$ cat config.mk
export PLATFORM = sky130hd
export DESIGN_NAME = adc_stat_monitor
export DESIGN_NICKNAME = d
export VERILOG_FILES = /design/src/rtl/adc_stat_pkg.sv /design/src/rtl/stat_sequencer.sv /design/src/rtl/stat_accum.sv /design/src/rtl/stat_finalize.sv /design/src/rtl/stat_result_bank.sv /design/src/rtl/adc_stat_monitor.sv
export SDC_FILE = /design/constraint.sdc
export NUM_CORES = 2
export LEC_CHECK = 0
export BUFFER_PORTS_ARGS = -buffer_cell sky130_fd_sc_hd__buf_4
export CAP_MARGIN = 20
export CELL_PAD_IN_SITES_DETAIL_PLACEMENT = 1
export CELL_PAD_IN_SITES_GLOBAL_PLACEMENT = 1
export CORE_MARGIN = 1
export CORE_UTILIZATION = 35
export CTS_CLUSTER_DIAMETER = 30
export DETAILED_ROUTE_END_ITERATION = 16
export PLACE_DENSITY = 0.73
export SYNTH_ARGS = -nofsm -noshare
export SYNTH_HDL_FRONTEND = slang
export SYNTH_HIERARCHICAL = 1
export SYNTH_SLANG_ARGS = --single-unit
export TNS_END_PERCENT = 50
$ cat constraint.sdc
create_clock -name clk -period 18.7 [get_ports clk]
set_clock_uncertainty 0.2 [all_clocks]
set_input_delay 1.87 -clock clk [delete_from_list [all_inputs] [get_ports clk]]
set_output_delay 1.87 -clock clk [all_outputs]
set_load 0.01 [all_outputs]
$ cat src/rtl/adc_stat_pkg.sv
// Shared definitions for the ADC statistics monitor.
// Assumes: only the sweep-mode encoding needs to be shared.
package adc_stat_pkg;
    typedef enum logic {
        SWEEP_OFF = 1'b0,
        SWEEP_ON  = 1'b1
    } sweep_e;
endpackage

$ cat src/rtl/stat_sequencer.sv
// Window and channel sequencer.
// Counts accepted samples, finds the end of each window, steps the
// channel in sweep mode and raises flush when measuring must restart.
// Assumes: NUM_CH is a power of two and SEL_W = log2(NUM_CH).
module stat_sequencer
    import adc_stat_pkg::*;
#(
    parameter int NUM_CH = 4,
    parameter int CYC_W  = 4,
    parameter int SEL_W  = 2,
    parameter int CNT_W  = 17
) (
    input  logic             clk,
    input  logic             rst_n,
    input  logic             enable,
    input  logic             valid,
    input  logic [CYC_W-1:0] cfg_cycle,
    input  logic [SEL_W-1:0] cfg_chan,
    input  logic             cfg_sweep,
    output logic [SEL_W-1:0] cur_ch,
    output logic             take,
    output logic             win_end,
    output logic             last_win,
    output logic             flush
);
    logic [CYC_W-1:0] cyc_q;
    logic [SEL_W-1:0] chan_q;
    logic             sweep_q;
    logic [CNT_W-1:0] cnt_q;
    logic [SEL_W-1:0] idx_q;
    logic [CNT_W-1:0] win_last;
    logic             cfg_chg;
    sweep_e           mode;

    assign mode     = sweep_e'(cfg_sweep);
    assign cfg_chg  = (cfg_cycle != cyc_q) || (cfg_chan != chan_q) || (cfg_sweep != sweep_q);
    assign flush    = !enable || cfg_chg;
    assign take     = enable && !cfg_chg && valid;
    assign win_last = (CNT_W'(2) << cfg_cycle) - CNT_W'(1);
    assign win_end  = take && (cnt_q == win_last);
    assign cur_ch   = (mode == SWEEP_ON) ? idx_q : cfg_chan;
    assign last_win = (mode == SWEEP_OFF) || (idx_q == SEL_W'(NUM_CH - 1));

    // Keep the last seen configuration to detect changes.
    always_ff @(posedge clk) begin
        if (!rst_n) begin
            cyc_q   <= '0;
            chan_q  <= '0;
            sweep_q <= 1'b0;
        end else begin
            cyc_q   <= cfg_cycle;
            chan_q  <= cfg_chan;
            sweep_q <= cfg_sweep;
        end
    end

    // Advance the sample count and the sweep channel index.
    always_ff @(posedge clk) begin
        if (!rst_n || flush) begin
            cnt_q <= '0;
            idx_q <= '0;
        end else if (win_end) begin
            cnt_q <= '0;
            if (mode == SWEEP_ON && idx_q != SEL_W'(NUM_CH - 1))
                idx_q <= idx_q + SEL_W'(1);
            else
                idx_q <= '0;
        end else if (take) begin
            cnt_q <= cnt_q + CNT_W'(1);
        end
    end
endmodule

$ cat src/rtl/stat_accum.sv
// Sum and sum-of-squares accumulator with a snapshot stage.
// When a window closes, the totals including the last sample are
// copied into the snapshot and the running sums restart from zero, so
// a sample in the next cycle is not lost.
// Assumes: SUM_W and SQ_W are wide enough for the largest window.
module stat_accum #(
    parameter int SAMPLE_W = 14,
    parameter int CYC_W    = 4,
    parameter int SEL_W    = 2,
    parameter int SUM_W    = 30,
    parameter int SQ_W     = 43
) (
    input  logic                       clk,
    input  logic                       rst_n,
    input  logic                       flush,
    input  logic                       take,
    input  logic                       win_end,
    input  logic                       last_win,
    input  logic [SEL_W-1:0]           ch,
    input  logic [CYC_W-1:0]           cycle,
    input  logic signed [SAMPLE_W-1:0] sample,
    output logic                       snap_vld,
    output logic                       snap_last,
    output logic [SEL_W-1:0]           snap_ch,
    output logic [CYC_W-1:0]           snap_cyc,
    output logic signed [SUM_W-1:0]    snap_sum,
    output logic [SQ_W-1:0]            snap_sq
);
    logic signed [2*SAMPLE_W-1:0] prod;
    logic signed [SUM_W-1:0]      sum_q;
    logic signed [SUM_W-1:0]      sum_nx;
    logic [SQ_W-1:0]              sq_q;
    logic [SQ_W-1:0]              sq_nx;

    assign prod   = sample * sample;
    assign sum_nx = sum_q + SUM_W'(sample);
    assign sq_nx  = sq_q + SQ_W'($unsigned(prod));

    // Running totals of the current window.
    always_ff @(posedge clk) begin
        if (!rst_n || flush || win_end) begin
            sum_q <= '0;
            sq_q  <= '0;
        end else if (take) begin
            sum_q <= sum_nx;
            sq_q  <= sq_nx;
        end
    end

    // Snapshot of a completed window for the finishing stage.
    always_ff @(posedge clk) begin
        if (!rst_n) begin
            snap_vld  <= 1'b0;
            snap_last <= 1'b0;
            snap_ch   <= '0;
            snap_cyc  <= '0;
            snap_sum  <= '0;
            snap_sq   <= '0;
        end else begin
            snap_vld <= win_end;
            if (win_end) begin
                snap_last <= last_win;
                snap_ch   <= ch;
                snap_cyc  <= cycle;
                snap_sum  <= sum_nx;
                snap_sq   <= sq_nx;
            end
        end
    end
endmodule

$ cat src/rtl/stat_finalize.sv
// Turns window totals into a mean and a variance (combinational).
// Mean = sum >>> (c+1); variance = (sumsq >> (c+1)) - mean^2, not below 0.
// Assumes: the mean fits in SAMPLE_W bits, which holds for any average.
module stat_finalize #(
    parameter int SAMPLE_W = 14,
    parameter int CYC_W    = 4,
    parameter int SUM_W    = 30,
    parameter int SQ_W     = 43,
    parameter int VAR_W    = 28
) (
    input  logic [CYC_W-1:0]           snap_cyc,
    input  logic signed [SUM_W-1:0]    snap_sum,
    input  logic [SQ_W-1:0]            snap_sq,
    output logic signed [SAMPLE_W-1:0] mean_o,
    output logic [VAR_W-1:0]           var_o
);
    logic [CYC_W:0]               sh;
    logic signed [2*SAMPLE_W-1:0] msq;
    logic [SQ_W-1:0]              ex2;
    logic signed [SQ_W:0]         diff;

    assign sh     = {1'b0, snap_cyc} + (CYC_W+1)'(1);
    assign mean_o = SAMPLE_W'(snap_sum >>> sh);
    assign msq    = mean_o * mean_o;
    assign ex2    = snap_sq >> sh;
    assign diff   = $signed({1'b0, ex2}) - (SQ_W+1)'(msq);
    assign var_o  = diff[SQ_W] ? '0 : VAR_W'(diff);
endmodule

$ cat src/rtl/stat_result_bank.sv
// Per-channel result registers and the done pulse.
// Assumes: wr_en is already gated by enable; one channel is written per write.
module stat_result_bank #(
    parameter int NUM_CH   = 4,
    parameter int SAMPLE_W = 14,
    parameter int VAR_W    = 28,
    parameter int SEL_W    = 2
) (
    input  logic                       clk,
    input  logic                       rst_n,
    input  logic                       wr_en,
    input  logic                       wr_last,
    input  logic [SEL_W-1:0]           wr_ch,
    input  logic signed [SAMPLE_W-1:0] mean_in,
    input  logic [VAR_W-1:0]           var_in,
    output logic [NUM_CH*SAMPLE_W-1:0] mean_bus,
    output logic [NUM_CH*VAR_W-1:0]    var_bus,
    output logic                       done
);
    for (genvar c = 0; c < NUM_CH; c++) begin : g_ch
        logic [SAMPLE_W-1:0] mean_r;
        logic [VAR_W-1:0]    var_r;

        // Hold this channel's latest mean and variance.
        always_ff @(posedge clk) begin
            if (!rst_n) begin
                mean_r <= '0;
                var_r  <= '0;
            end else if (wr_en && wr_ch == SEL_W'(c)) begin
                mean_r <= mean_in;
                var_r  <= var_in;
            end
        end

        assign mean_bus[c*SAMPLE_W +: SAMPLE_W] = mean_r;
        assign var_bus[c*VAR_W +: VAR_W]        = var_r;
    end

    // One-cycle pulse when the final window of a measurement lands.
    always_ff @(posedge clk) begin
        if (!rst_n) done <= 1'b0;
        else        done <= wr_en && wr_last;
    end
endmodule

$ cat src/rtl/adc_stat_monitor.sv
// Windowed ADC mean/variance monitor (top).
// Picks one channel's sample from the packed bus, accumulates it over a
// 2^(c+1) sample window and writes mean and variance per channel.
// Assumes: NUM_CH is a power of two of at least 2; configuration is
// set while disabled or accepted as an abort.
module adc_stat_monitor #(
    parameter int NUM_CH   = 4,
    parameter int SAMPLE_W = 14,
    parameter int CYC_W    = 4
) (
    input  logic                         clk,
    input  logic                         rst_n,
    input  logic                         cfg_enable,
    input  logic [CYC_W-1:0]             cfg_cycle,
    input  logic [$clog2(NUM_CH)-1:0]    cfg_chan,
    input  logic                         cfg_sweep,
    input  logic                         smp_valid,
    input  logic [NUM_CH*SAMPLE_W-1:0]   smp_data,
    output logic [NUM_CH*SAMPLE_W-1:0]   res_mean,
    output logic [NUM_CH*2*SAMPLE_W-1:0] res_var,
    output logic                         stat_done
);
    localparam int SEL_W = $clog2(NUM_CH);
    localparam int VAR_W = 2 * SAMPLE_W;
    localparam int SUM_W = SAMPLE_W + (1 << CYC_W);
    localparam int SQ_W  = 2 * SAMPLE_W - 1 + (1 << CYC_W);
    localparam int CNT_W = (1 << CYC_W) + 1;

    logic [SAMPLE_W-1:0]        lane [NUM_CH];
    logic [SEL_W-1:0]           cur_ch;
    logic                       take, win_end, last_win, flush;
    logic                       snap_vld, snap_last;
    logic [SEL_W-1:0]           snap_ch;
    logic [CYC_W-1:0]           snap_cyc;
    logic signed [SUM_W-1:0]    snap_sum;
    logic [SQ_W-1:0]            snap_sq;
    logic signed [SAMPLE_W-1:0] fin_mean;
    logic [VAR_W-1:0]           fin_var;

    for (genvar c = 0; c < NUM_CH; c++) begin : g_lane
        assign lane[c] = smp_data[c*SAMPLE_W +: SAMPLE_W];
    end

    stat_sequencer #(.NUM_CH(NUM_CH), .CYC_W(CYC_W), .SEL_W(SEL_W), .CNT_W(CNT_W)) u_seq (
        .clk(clk), .rst_n(rst_n), .enable(cfg_enable), .valid(smp_valid),
        .cfg_cycle(cfg_cycle), .cfg_chan(cfg_chan), .cfg_sweep(cfg_sweep),
        .cur_ch(cur_ch), .take(take), .win_end(win_end), .last_win(last_win), .flush(flush)
    );

    stat_accum #(.SAMPLE_W(SAMPLE_W), .CYC_W(CYC_W), .SEL_W(SEL_W), .SUM_W(SUM_W), .SQ_W(SQ_W)) u_acc (
        .clk(clk), .rst_n(rst_n), .flush(flush), .take(take), .win_end(win_end),
        .last_win(last_win), .ch(cur_ch), .cycle(cfg_cycle), .sample($signed(lane[cur_ch])),
        .snap_vld(snap_vld), .snap_last(snap_last), .snap_ch(snap_ch), .snap_cyc(snap_cyc),
        .snap_sum(snap_sum), .snap_sq(snap_sq)
    );

    stat_finalize #(.SAMPLE_W(SAMPLE_W), .CYC_W(CYC_W), .SUM_W(SUM_W), .SQ_W(SQ_W), .VAR_W(VAR_W)) u_fin (
        .snap_cyc(snap_cyc), .snap_sum(snap_sum), .snap_sq(snap_sq),
        .mean_o(fin_mean), .var_o(fin_var)
    );

    stat_result_bank #(.NUM_CH(NUM_CH), .SAMPLE_W(SAMPLE_W), .VAR_W(VAR_W), .SEL_W(SEL_W)) u_bank (
        .clk(clk), .rst_n(rst_n), .wr_en(snap_vld && cfg_enable), .wr_last(snap_last),
        .wr_ch(snap_ch), .mean_in(fin_mean), .var_in(fin_var),
        .mean_bus(res_mean), .var_bus(res_var), .done(stat_done)
    );
endmodule

==> out/summary.txt <==
Synth-to-Final Area Change -> 15.76%
Layout fillers -> 12,044
Root Driver -> clkbuf_16
Clock Latency Late Sink -> 0.65 ns
Synth Warn # -> 6
Inserted Clock Buffers -> 88
initial core utilization -> 0.3550
dpl cells -> 5,557
IO buf count -> 235
H-Tree Depth -> 3
fin crit period -> 11.21 ns
largest net degree at the start of global routing -> 90
First-pass DRT Iterations -> 5
# diodes -> 0
Routed Antenna Nets -> 0
placed instance area -> 39,680 um^2
CTS tree -> done
layout cells sized above 1 -> 0.1351
cells after synthesis -> 4,099
CP endpoint kind -> flop
Max Slew Vio Count -> 0
GRT Total Usage -> 0.2020
Worst path max stage delay -> 0.98 ns
relative slew slack -> 0.2927
DR vias/cell -> 5.147
setup TNS -> 0 ns
Std-Cell Rows -> 118
clk slew on worst S/H paths -> 0.05 ns
Core Area -> 104,100 um^2
GP Congestion -> 0.8650
CTS max path bufs -> 3
worst hold path type -> reg2reg
Post-Syn Area per Cell -> 9.015 um^2
CP most frequent cell -> inv_1
Slew @ Worst Pin -> 1.053 ns
post_cts resized -> 0
Via Count -> 29,432
Avg WL per Cell -> 18.71 um
# IOs -> 236
global-route wire length before repair -> 174.7 mm
iteration-0 DRC count of the detailed router -> 1,270
die area -> 106,900 um^2
hold_ws -> 0.2573 ns
DRC viols -> 0
final setup vio count -> 0
Data required, critical path -> 18.97 ns
cell area after layout -> 42,780 um^2
crit path DAT -> 11.49 ns
total grt overflow -> 0
Crit-path slowest cell -> mux4_1
register area -> 6973 um^2
area of the multi-input gates -> 26,510 um^2
unrepaired setup endpoints after global routing -> false
vias in the first global route -> 32,274
Die Wd -> 326.9 um
Max-Cap Viols -> 0
Mapped Nets -> 4,822
Max Fanout on Critical Path -> 17
hold buffers post-CTS -> 0
crit start category -> input port
final std cells w/o fill -> 5,718
WL final -> 107.0 mm
Sink Count -> 348
antenna violations before repair -> 0
status -> completed
HPWL after DPL -> 83.00 mm
fin nets -> 4,991
area of the mapped netlist -> 36,950 um^2
final-report hold violation count -> 0
period utilisation layout -> 0.5997
CP Class -> in2reg
Die Height -> 326.9 um
post-CTS setup repair buffer count -> 0
maximum clock frequency -> 89.18 MHz
==> worst max-delay path, delay by kind of cell <==
| kind | cells | cell delay (ns) |
|---|---|---|
| fa+ha+maj | 8 | 3.66 |
| compound gates | 9 | 2.42 |
| mux | 2 | 1.64 |
| simple gates | 4 | 1.11 |
| buf+inv | 7 | 0.44 |
| xor+xnor | 2 | 0.25 |
==> flip-flops by register name (all words and copies together), names as in the netlist, 2 cells and up <==
name and flops:
u_bank/g_ch.var_r 112, u_bank/g_ch.mean_r 56, u_acc/sq_q 43, u_acc/snap_sq 42, u_acc/snap_sum 30, u_acc/sum_q 30, u_seq/cnt_q 17, u_acc/snap_cyc 4
u_seq/cyc_q 4, u_acc/snap_ch 2, u_seq/chan_q 2, u_seq/idx_q 2
==> layer usage <==
metal | up-vias | global-route usage | wire, um
li1 | 13748 | - | -
met1 | 15014 | 0.2555 | 47320
met2 | 515 | 0.3605 | 53740
met3 | 155 | 0.02259 | 3388
met4 | 0 | 0.05811 | 2512
met5 | - | 0 | 0
==> cells in the final DEF (no fill, tap or decap), types with 59 or more instances in the layout <==
master / instances
a21o_1: 60
a21oi_1: 147
and2_1: 61
buf_4: 272
clkbuf_16: 90
dfxtp_1: 345
fa_1: 424
ha_1: 232
inv_1: 630
mux2i_1: 301
nand2_1: 474
nor2_1: 323
o21ai_0: 116
xnor2_1: 122
xor2_1: 59
==> worst paths after layout <==
path	slack, ns	cells after the start	startpoint	to
max	7.49	32	cfg_sweep	u_acc/snap_sq[33]$_SDFFE_PN0P_
min	0.26	2	u_bank/g_ch[0].var_r[13]$_SDFFE_PN0P_	u_bank/g_ch[0].var_r[13]$_SDFFE_PN0P_
max reg2reg	8.24	31	u_acc/snap_cyc[0]$_SDFFE_PN0P_	u_bank/g_ch[2].var_r[0]$_SDFFE_PN0P_
min reg2reg	0.26	2	u_bank/g_ch[0].var_r[13]$_SDFFE_PN0P_	u_bank/g_ch[0].var_r[13]$_SDFFE_PN0P_
==> per-stage QoR <==
step / util / setup WS, ns
2_1_floorplan: - / 7.769
3_3_place_gp: 0.3812 / 6.943
3_5_place_dp: 0.3812 / 6.830
4_1_cts: 0.4109 / 7.469
5_1_grt: 0.4110 / 6.739
6_report: 0.4110 / 7.486
==> layout make-up <==
class	instances	share of cell area
Timing Repair Buffer	274	0.04826
Inverter	643	0.05642
Clock inverter	45	0.01462
Multi-Input combinational cell	2913	0.6197
Sequential cell	348	0.1630
Clock buffer	115	0.05765
Tap cell	1380	0.04036
Power is not shown: default switching activity piles up to over one toggle a cycle in this logic, so the estimate is an artifact.
